--- src/rtl/asr_pkg.sv ---
`timescale 1ns/1ps
package asr_pkg;
  localparam int IMMR_W = 6;
  localparam logic [9:0] REG_OPC = 10'b0011010110;  // bits 30:21
  localparam logic [5:0] REG_SUB = 6'b001010;       // bits 15:10
  localparam logic [7:0] IMM_OPC = 8'b00100110;     // bits 30:23

  typedef struct packed {
    logic              hit;     // one of the four forms matched
    logic              wide;    // 64-bit data size
    logic              useImm;  // count comes from the instruction
    logic [IMMR_W-1:0] immAmt;  // immediate shift count
  } asr_ctrl_t;
endpackage

--- src/rtl/asr_decode.sv ---
`timescale 1ns/1ps
module asr_decode
  import asr_pkg::*;
#(
  parameter int INSN_W = 32
) (
  input  logic [INSN_W-1:0] insnWord,
  output asr_ctrl_t         ctrl
);
  logic              sf;
  logic [5:0]        immsField;
  logic [IMMR_W-1:0] immrField;
  logic              regHit;
  logic              immHit;

  assign sf        = insnWord[31];
  assign immsField = insnWord[15:10];
  assign immrField = insnWord[21:16];

  always_comb begin
    regHit = (insnWord[30:21] == REG_OPC) && (immsField == REG_SUB);
    immHit = (insnWord[30:23] == IMM_OPC)
          && (insnWord[22] == sf)
          && (immsField == {sf, 5'b11111})
          && (sf || !immrField[IMMR_W-1]);
    ctrl.hit    = regHit || immHit;
    ctrl.wide   = sf;
    ctrl.useImm = immHit;
    ctrl.immAmt = immrField;
  end
endmodule

--- src/rtl/asr_datapath.sv ---
`timescale 1ns/1ps
module asr_datapath
  import asr_pkg::*;
#(
  parameter int XLEN = 64
) (
  input  asr_ctrl_t        ctrl,
  input  logic [XLEN-1:0]  rnVal,
  input  logic [XLEN-1:0]  rmVal,
  output logic [XLEN-1:0]  resVal
);
  localparam int AMT_W = $clog2(XLEN);
  localparam int HALF  = XLEN / 2;

  logic [AMT_W-1:0]       amt;
  logic signed [XLEN-1:0] wideRes;
  logic signed [HALF-1:0] narrowRes;
  logic signed [HALF-1:0] narrowSrc;

  always_comb begin
    if (ctrl.useImm) amt = ctrl.immAmt[AMT_W-1:0];
    else             amt = rmVal[AMT_W-1:0];
    if (!ctrl.wide)  amt[AMT_W-1] = 1'b0;
  end

  assign narrowSrc = rnVal[HALF-1:0];
  assign wideRes   = $signed(rnVal) >>> amt;
  assign narrowRes = narrowSrc >>> amt[AMT_W-2:0];

  always_comb begin
    if (!ctrl.hit)     resVal = '0;
    else if (ctrl.wide) resVal = wideRes;
    else               resVal = {{HALF{1'b0}}, narrowRes};
  end
endmodule

--- src/rtl/asr_exec_unit.sv ---
`timescale 1ns/1ps
module asr_exec_unit
  import asr_pkg::*;
#(
  parameter int XLEN   = 64,
  parameter int INSN_W = 32,
  parameter int IDX_W  = 5
) (
  input  logic [INSN_W-1:0] insnWord,
  input  logic [XLEN-1:0]   rnVal,
  input  logic [XLEN-1:0]   rmVal,
  output logic              resValid,
  output logic [IDX_W-1:0]  rdIdx,
  output logic [IDX_W-1:0]  rnIdx,
  output logic [IDX_W-1:0]  rmIdx,
  output logic [XLEN-1:0]   resVal
);
  asr_ctrl_t ctrl;

  asr_decode #(.INSN_W(INSN_W)) u_decode (
    .insnWord(insnWord),
    .ctrl    (ctrl)
  );

  asr_datapath #(.XLEN(XLEN)) u_datapath (
    .ctrl  (ctrl),
    .rnVal (rnVal),
    .rmVal (rmVal),
    .resVal(resVal)
  );

  assign resValid = ctrl.hit;
  assign rdIdx    = insnWord[IDX_W-1:0];
  assign rnIdx    = insnWord[5 +: IDX_W];
  assign rmIdx    = insnWord[16 +: IDX_W];
endmodule

--- config.mk ---
export PLATFORM = sky130hd
export DESIGN_NAME = asr_exec_unit
export DESIGN_NICKNAME = d
export VERILOG_FILES = /design/src/rtl/asr_pkg.sv /design/src/rtl/asr_decode.sv /design/src/rtl/asr_datapath.sv /design/src/rtl/asr_exec_unit.sv
export SDC_FILE = /design/constraint.sdc
export NUM_CORES = 1
export LEC_CHECK = 0
export ABC_AREA = 0
export BUFFER_PORTS_ARGS = -buffer_cell sky130_fd_sc_hd__buf_2
export CAP_MARGIN = 20
export CORE_MARGIN = 5
export CORE_UTILIZATION = 59
export DETAILED_ROUTE_END_ITERATION = 8
export PLACE_DENSITY = 0.88
export RECOVER_POWER = 50
export SLEW_MARGIN = 20
export SYNTH_ARGS = -nofsm -noshare
export SYNTH_HDL_FRONTEND = slang
export SYNTH_SLANG_ARGS = --single-unit
--- constraint.sdc ---
create_clock -name vclk -period 7.3
set_clock_uncertainty 0.05 [all_clocks]
set_input_delay 1.095 -clock vclk [all_inputs]
set_output_delay 1.095 -clock vclk [all_outputs]
set_load 0.02 [all_outputs]
# Yosys cells after proc, flatten, opt, wreduce, memory -nomap -nowiden
# Cells that the tools add are included.
# word_totals
wordCells	18
register_bits	0
inputBits	160
output_inout_bits	80
# op_classes
n_reduce_logical	7
eq_ne	5
n_shift	2
muxes	4
# ops
operator	n
$mux W64	2
$sshr A64 B6 Y64	1
$sshr A32 B5 Y32	1
$eq A10 B8 Y1 const B	1
$eq A8 B6 Y1 const B	1
$eq A6 B4 Y1 const B	1
$eq A6 B6 Y1	1
$mux W6	1
$logic_and A1 B1 Y1	4
$logic_or A1 B1 Y1	2
$eq A1 B1 Y1	1
$logic_not A1 Y1	1
$mux W1	1

# Longest topological paths before layout
# Gate-level depths: netlist (run 1).
# depth
word_depth	9
ltp_mapped	16
ltp_nobuf	10

# Cells and area by module
# From an unflattened synthesis (run 1), not the netlist that was laid out.
# hier_totals
cells_unflattened	662
area_unflattened_um2	5491.5
# modules_own_cells
mod	area_per_inst_um2	seq_area_each_um2	instances	cells_each
asr_datapath	5220.0	0.0	1	625
asr_decode	158.9	0.0	1	22
asr_exec_unit	112.6	0.0	1	15

# Worst setup path after synthesis (run 1)
# No wires, ideal clock.
# synth_path
kind	input port to output port
startpoint	input port insnWord[31]
endpoint	output port resVal[21]
n_path_buf	2
required_time_ns	6.155
t_arrival_ns	3.726
stages	12
setup_slack_ns	2.429
path_cell_list	buf_6 > and2_4 > or2_1 > and4_1 > nor2_4 > buf_2 > mux2_2 > o221ai_1 > mux2i_1 > nand2_1 > o21ai_1 > a221oi_1
# synth_between
elab_chain_cells	9
elab_cells_between_ends	13
cone_classes	eq/ne (2); shift (2); mux (4); reduce/logical (5)
# synth_lines
element	line_no	text
start: declaration	asr_exec_unit.sv:9	input logic [INSN_W-1:0] insnWord,
parallel branches: the longest is 8 deep, another holds $sshr A64 B6 Y64	-	
$mux W64 (*)	asr_datapath.sv:31	if (!ctrl.hit) resVal = '0;
end: declaration	asr_exec_unit.sv:16	output logic [XLEN-1:0] resVal
# Every way passes the cells marked *.

# Final worst setup path (run 1)
# layout_path
startpoint	input port insnWord[31]
endpoint	output port resVal[16]
# Same word-level chain as after synthesis.

==> flow_metrics.py, run 1 <==
metrics = {
    "setup_path": {
        "critPathArrivalTime_ps": 5490,
        "critical_path_class": "input port to output port",
        "cp.required_ps": 6150,
        "crit_fanout": 18,
        "crit_path_start_kind": "input port",
        "endpoint_kind": "output port",
    },
    "cells_and_area": {
        "diodes": 0,
        "syn_to_final_growth_pct": 8.38,
        "n_sequential_cell": 0,
        "clkbuf_count": 0,
        "final_cells": 1457,
        "fin_nets": 1447,
        "multi_input_area_sq_um": 6820,
        "seq_area_sq_um": 0,
        "layout_commonest_cell": "nand2_1",
        "layout_common_cells": "nand2_1, buf_2, a21oi_1, nor2_1, a211oi_1",
        "filler_cell_count": 1253,
        "drive_gt1_share_pct": 19.8,
    },
    "synthesis": {
        "synth_nets": 1382,
        "syn_area_sq_um": 7610,
        "ys_seq_area_share_pct": 0,
        "syn_inst": 1222,
        "avgSynthCellArea_sq_um": 6.23,
        "ys_types": 87,
        "ys_warn_count": 0,
    },
    "grt": {
        "grt_pass1_vias": 9738,
        "grt-ovfl-total": 0,
        "grt_pass1_wl_um": 55800,
        "gr-usage-all-layers_pct": 46.4,
        "antenna_found_initial": 1,
        "grt_max_degree": 61,
    },
    "route": {
        "drc": 0,
        "vias": 11100,
        "routedWlPerCell_um": 25.5,
        "viasPerCell": 7.59,
        "firstDrtPassIters": 9,
        "drt_iter0_drc": 2241,
        "wirelength_um": 37100,
        "drtAntennaViolNets": 0,
    },
    "place": {
        "dp_hpwl_um": 28000,
        "gp_congestion": 1.08,
        "place_ws_ps": 1270,
        "port_buffers": 162,
        "dp_cells": 1457,
    },
    "sta": {
        "fin_crit_ps": 6640,
        "layout_setup_ws_ps": 664,
        "fmax_mhz": 151,
        "tightestPinTransition_ps": 1880,
        "rsz0062_at_grt": "false",
        "setup_tns_ps": 0,
        "setup_violations": 0,
        "hold_violations": 0,
        "fin_crit_sh_pct": 90.9,
        "drv_slew": 51,
        "maxSlewHeadroom_pct": -25.6,
    },
    "power_and_ir_drop": {
        "p_sw_uw": 363,
        "ir_drop_v": 0.0000631,
        "seq_power_share_pct": 0,
        "switching_share_pct": 66.4,
        "power_frac_comb_pct": 100.0,
        "powerDensity_nw_per_um2": 66.3,
        "intPower_uw": 184,
        "power_frac_clock_pct": 0,
        "finalPower_uw": 547,
        "p_leak_nw": 3.40,
    },
    "hold_path": {
        "min_path_type": "input port to output port",
    },
    "floorplan": {
        "io_pins": 240,
        "start_util_pct": 60.3,
        "num_rows": 41,
        "dieArea_sq_um": 15300,
        "core_area_sq_um": 12600,
        "fp.dieH_um": 124,
        "die_w_um": 124,
    },
    "status": {
        "failed_checks": "capacitance limit, slew limit",
        "status": "complete, but fails checks",
    },
    "job": {
        "cap_viol_max_count": 1,
    },
    "clock_network": {
        "postCtsSetupRepairBufs": 0,
        "ctsHoldBuffers": 0,
        "cts.repair.resized": 0,
    },
}
## stage by stage
step                      hold slack (ps)  instance area, sq um  util [%]
after CTS                            2140                  8290      65.7
final                                2140                  8250      65.4
after detailed placement             2140                  8290      65.7
after global routing                 2140                  8250      65.4
after floorplan                      2250                  7610         -
after global placement               2140                  8290      65.7
## cells by family after synthesis
group                  Yosys count  synth area share [%]
buffers and inverters          153                  10.6
AND/OR/NAND/NOR                473                  30.3
multiplexers                    90                  12.2
AO/OA/AOI/OAI                  506                  46.9
## final cells by class
type	instances	area share [%]
Timing Repair Buffer	209	14.4
Inverter	7	0.349
Tap cell	172	2.61
Multi-Input combinational cell	1069	82.6
## worst paths after layout
path	from	endpoint	slack [ps]	cells past startpoint
hold / removal	insnWord[0]	rdIdx[0]	2140	0
setup / recovery	insnWord[31]	resVal[16]	660	12
## critical path, cell delays in order
cell	delay (ps)
buf_2	250
nor4_1	670
or2_0	410
nand3_1	290
nand2_1	510
inv_1	190
nor2_1	640
nand2_1	370
buf_4	310
a32o_1	270
nor3_1	220
buf_2	230
## layer usage
| metal | vias up | wire [um] | part of all wire [%] | global-route usage (%) |
|---|---|---|---|---|
| met5 | - | 28 | 0.075 | 0 |
| met4 | 4 | 2280 | 6.2 | 19.4 |
| met3 | 230 | 5870 | 16 | 11.4 |
| met2 | 1060 | 15500 | 42 | 69.6 |
| met1 | 5003 | 13400 | 36 | 63.3 |
| li1 | 4767 | - | - | - |
## power by group through the flow
stage | clock network (mW) | registers (mW) | logic, mW
2_1_floorplan | 0 | 0 | 0.349
3_3_place_gp | 0 | 0 | 0.511
3_5_place_dp | 0 | 0 | 0.516
4_1_cts | 0 | 0 | 0.518
5_1_grt | 0 | 0 | 0.572
6_report | 0 | 0 | 0.547
## Yosys cell counts, types with 4 or more instances
master | count | area [sq um]
nand2_1 | 183 | 687
a21oi_1 | 116 | 581
nor2_1 | 95 | 357
a211oi_1 | 87 | 653
nand2b_1 | 80 | 500
mux2i_1 | 68 | 681
o21ai_0 | 61 | 305
clkbuf_1 | 55 | 206
buf_2 | 53 | 265
a22oi_1 | 39 | 293
nand3_1 | 27 | 135
and3_1 | 23 | 144
buf_4 | 21 | 158
mux2_2 | 20 | 225
o22ai_1 | 17 | 106
a31oi_1 | 16 | 100
nor3_1 | 15 | 75.1
a32oi_1 | 14 | 123
o21ai_1 | 14 | 70.1
a221oi_1 | 13 | 114
o211ai_1 | 13 | 97.6
a311oi_1 | 12 | 105
buf_6 | 11 | 124
o221ai_1 | 9 | 78.8
and2_1 | 8 | 50.1
a211o_1 | 6 | 52.6
a21boi_0 | 6 | 45.0
a311oi_2 | 6 | 90.1
buf_1 | 6 | 22.5
inv_1 | 6 | 22.5
o211a_1 | 6 | 60.1
o32ai_1 | 6 | 52.6
a221o_1 | 5 | 50.1
a22o_1 | 5 | 43.8
nand4_1 | 5 | 31.3
o21a_1 | 5 | 37.5
and4_1 | 4 | 35.0
nor2_4 | 4 | 45.0
nor2b_1 | 4 | 25.0
o21bai_1 | 4 | 30.0
No activity file was read; power rests on OpenSTA's default activity.
==> run 2: changes to the inputs <==
Settings changed: CAP_MARGIN 20 to 25, CORE_MARGIN 5 to 1.5, CORE_UTILIZATION 59 to 45, PLACE_DENSITY 0.88 to 0.69.
==> run 2 against run 1 <==
Net effect:
- sequential cell count stayed put
- the run still ends with capacitance limit, slew limit left
- non-clock buffer count is 11 higher
- total power is 2.5% higher
==> flow_metrics.py, run 2 (same netlist as run 1, synthesis figures left out) <==
metrics = {
    "cells_and_area": {
        "layout_commonest_cell": "nand2_1",
        "syn_to_final_growth_pct": 10.8,
        "clkbuf_count": 0,
        "fin_nets": 1458,
        "seq_area_sq_um": 0,
        "final_cells": 1517,
        "filler_cell_count": 1758,
        "drive_gt1_share_pct": 20.9,
        "layout_common_cells": "nand2_1, buf_2, a21oi_1, nor2_1, a211oi_1",
        "n_sequential_cell": 0,
    },
    "place": {
        "dp_hpwl_um": 29000,
        "gp_congestion": 1.05,
        "port_buffers": 162,
        "dp_cells": 1516,
        "place_ws_ps": 1150,
    },
    "grt": {
        "grt_pass1_wl_um": 57800,
        "grt_pass1_vias": 9480,
        "antenna_found_initial": 1,
        "grt-ovfl-total": 0,
        "grt_max_degree": 51,
        "gr-usage-all-layers_pct": 41.4,
    },
    "status": {
        "failed_checks": "capacitance limit, slew limit",
        "status": "complete, but fails checks",
    },
    "clock_network": {
        "postCtsSetupRepairBufs": 0,
        "ctsHoldBuffers": 0,
        "cts.repair.resized": 0,
    },
    "sta": {
        "maxSlewHeadroom_pct": -27.8,
        "fin_crit_sh_pct": 91.3,
        "rsz0062_at_grt": "false",
        "fmax_mhz": 150,
        "tightestPinTransition_ps": 1920,
        "layout_setup_ws_ps": 633,
        "drv_slew": 51,
        "setup_tns_ps": 0,
        "hold_violations": 0,
        "setup_violations": 0,
        "fin_crit_ps": 6670,
    },
    "floorplan": {
        "core_area_sq_um": 16500,
        "die_w_um": 133,
        "io_pins": 240,
        "num_rows": 47,
        "fp.dieH_um": 133,
        "dieArea_sq_um": 17700,
        "start_util_pct": 46.1,
    },
    "setup_path": {
        "endpoint_kind": "output port",
        "cp.required_ps": 6150,
        "crit_path_start_kind": "input port",
        "critPathArrivalTime_ps": 5520,
        "crit_fanout": 36,
        "critical_path_class": "input port to output port",
        "cp-startpoint": "insnWord[31]",
    },
    "power_and_ir_drop": {
        "ir_drop_v": 0.0000511,
        "powerDensity_nw_per_um2": 66.4,
        "p_leak_nw": 3.48,
    },
    "hold_path": {
        "min_path_type": "input port to output port",
        "hp-start": "insnWord[1]",
    },
    "route": {
        "firstDrtPassIters": 6,
        "drtAntennaViolNets": 0,
        "drt_iter0_drc": 1921,
        "viasPerCell": 7.19,
        "routedWlPerCell_um": 25.3,
        "drc": 0,
        "vias": 10900,
        "wirelength_um": 38400,
    },
    "job": {
        "cap_viol_max_count": 1,
    },
}
-- run 2: cell count changes in the layout (fill, tap and decap cells not counted), moves of 2 or more --
| cell | before | now |
|---|---|---|
| clkbuf_1 | 18 | 15 |
| buf_4 | 42 | 50 |
| buf_12 | 4 | 6 |
| buf_2 | 145 | 148 |
-- run 2: worst paths after layout --
check,to,depth (start not counted)
max,resVal[2],11
min,rdIdx[1],0
-- run 2: stage by stage --
step | util [%] | hold slack (ps) | total power [mW] | area [sq um]
finish | 51.0 | 2140 | 0.560 | 8440
global route | 51.0 | 2140 | 0.585 | 8430
CTS | 51.2 | 2140 | 0.534 | 8460
detailed placement | 51.2 | 2140 | 0.532 | 8460
global placement | 51.2 | 2140 | 0.531 | 8460
floorplan | - | 2250 | 0.349 | 7610
-- run 2: layout make-up --
cell class         count  area [sq um]  area share, %
well taps            220           275           3.26
multi-input cells   1069          6830           81.0
diodes                 1          2.50         0.0297
repair buffers       220          1300           15.4
inverters              7          28.8          0.341
-- run 2: report_power, final --
part,internal (mW),switching [mW],total (mW)
clock network,0.00000000926,0,0.00000000927
logic,0.189,0.372,0.560
registers,0,0,0
-- run 2: worst max-delay path, cell delays in order --
cell	delay, ps
buf_2	380
inv_4	170
o2111a_2	510
a21boi_0	1000
or2_2	500
clkbuf_2	650
nor2_1	110
a221oi_1	460
o221ai_1	200
a21oi_1	210
buf_2	190
-- run 2: layer usage --
metal | part of all wire (%) | GRT usage (%) | wire length (um)
met3 | 13 | 7.43 | 4980
met1 | 40 | 56.6 | 15200
met2 | 43 | 65.3 | 16700
met5 | 0 | 0 | 0
met4 | 4.2 | 13.4 | 1600
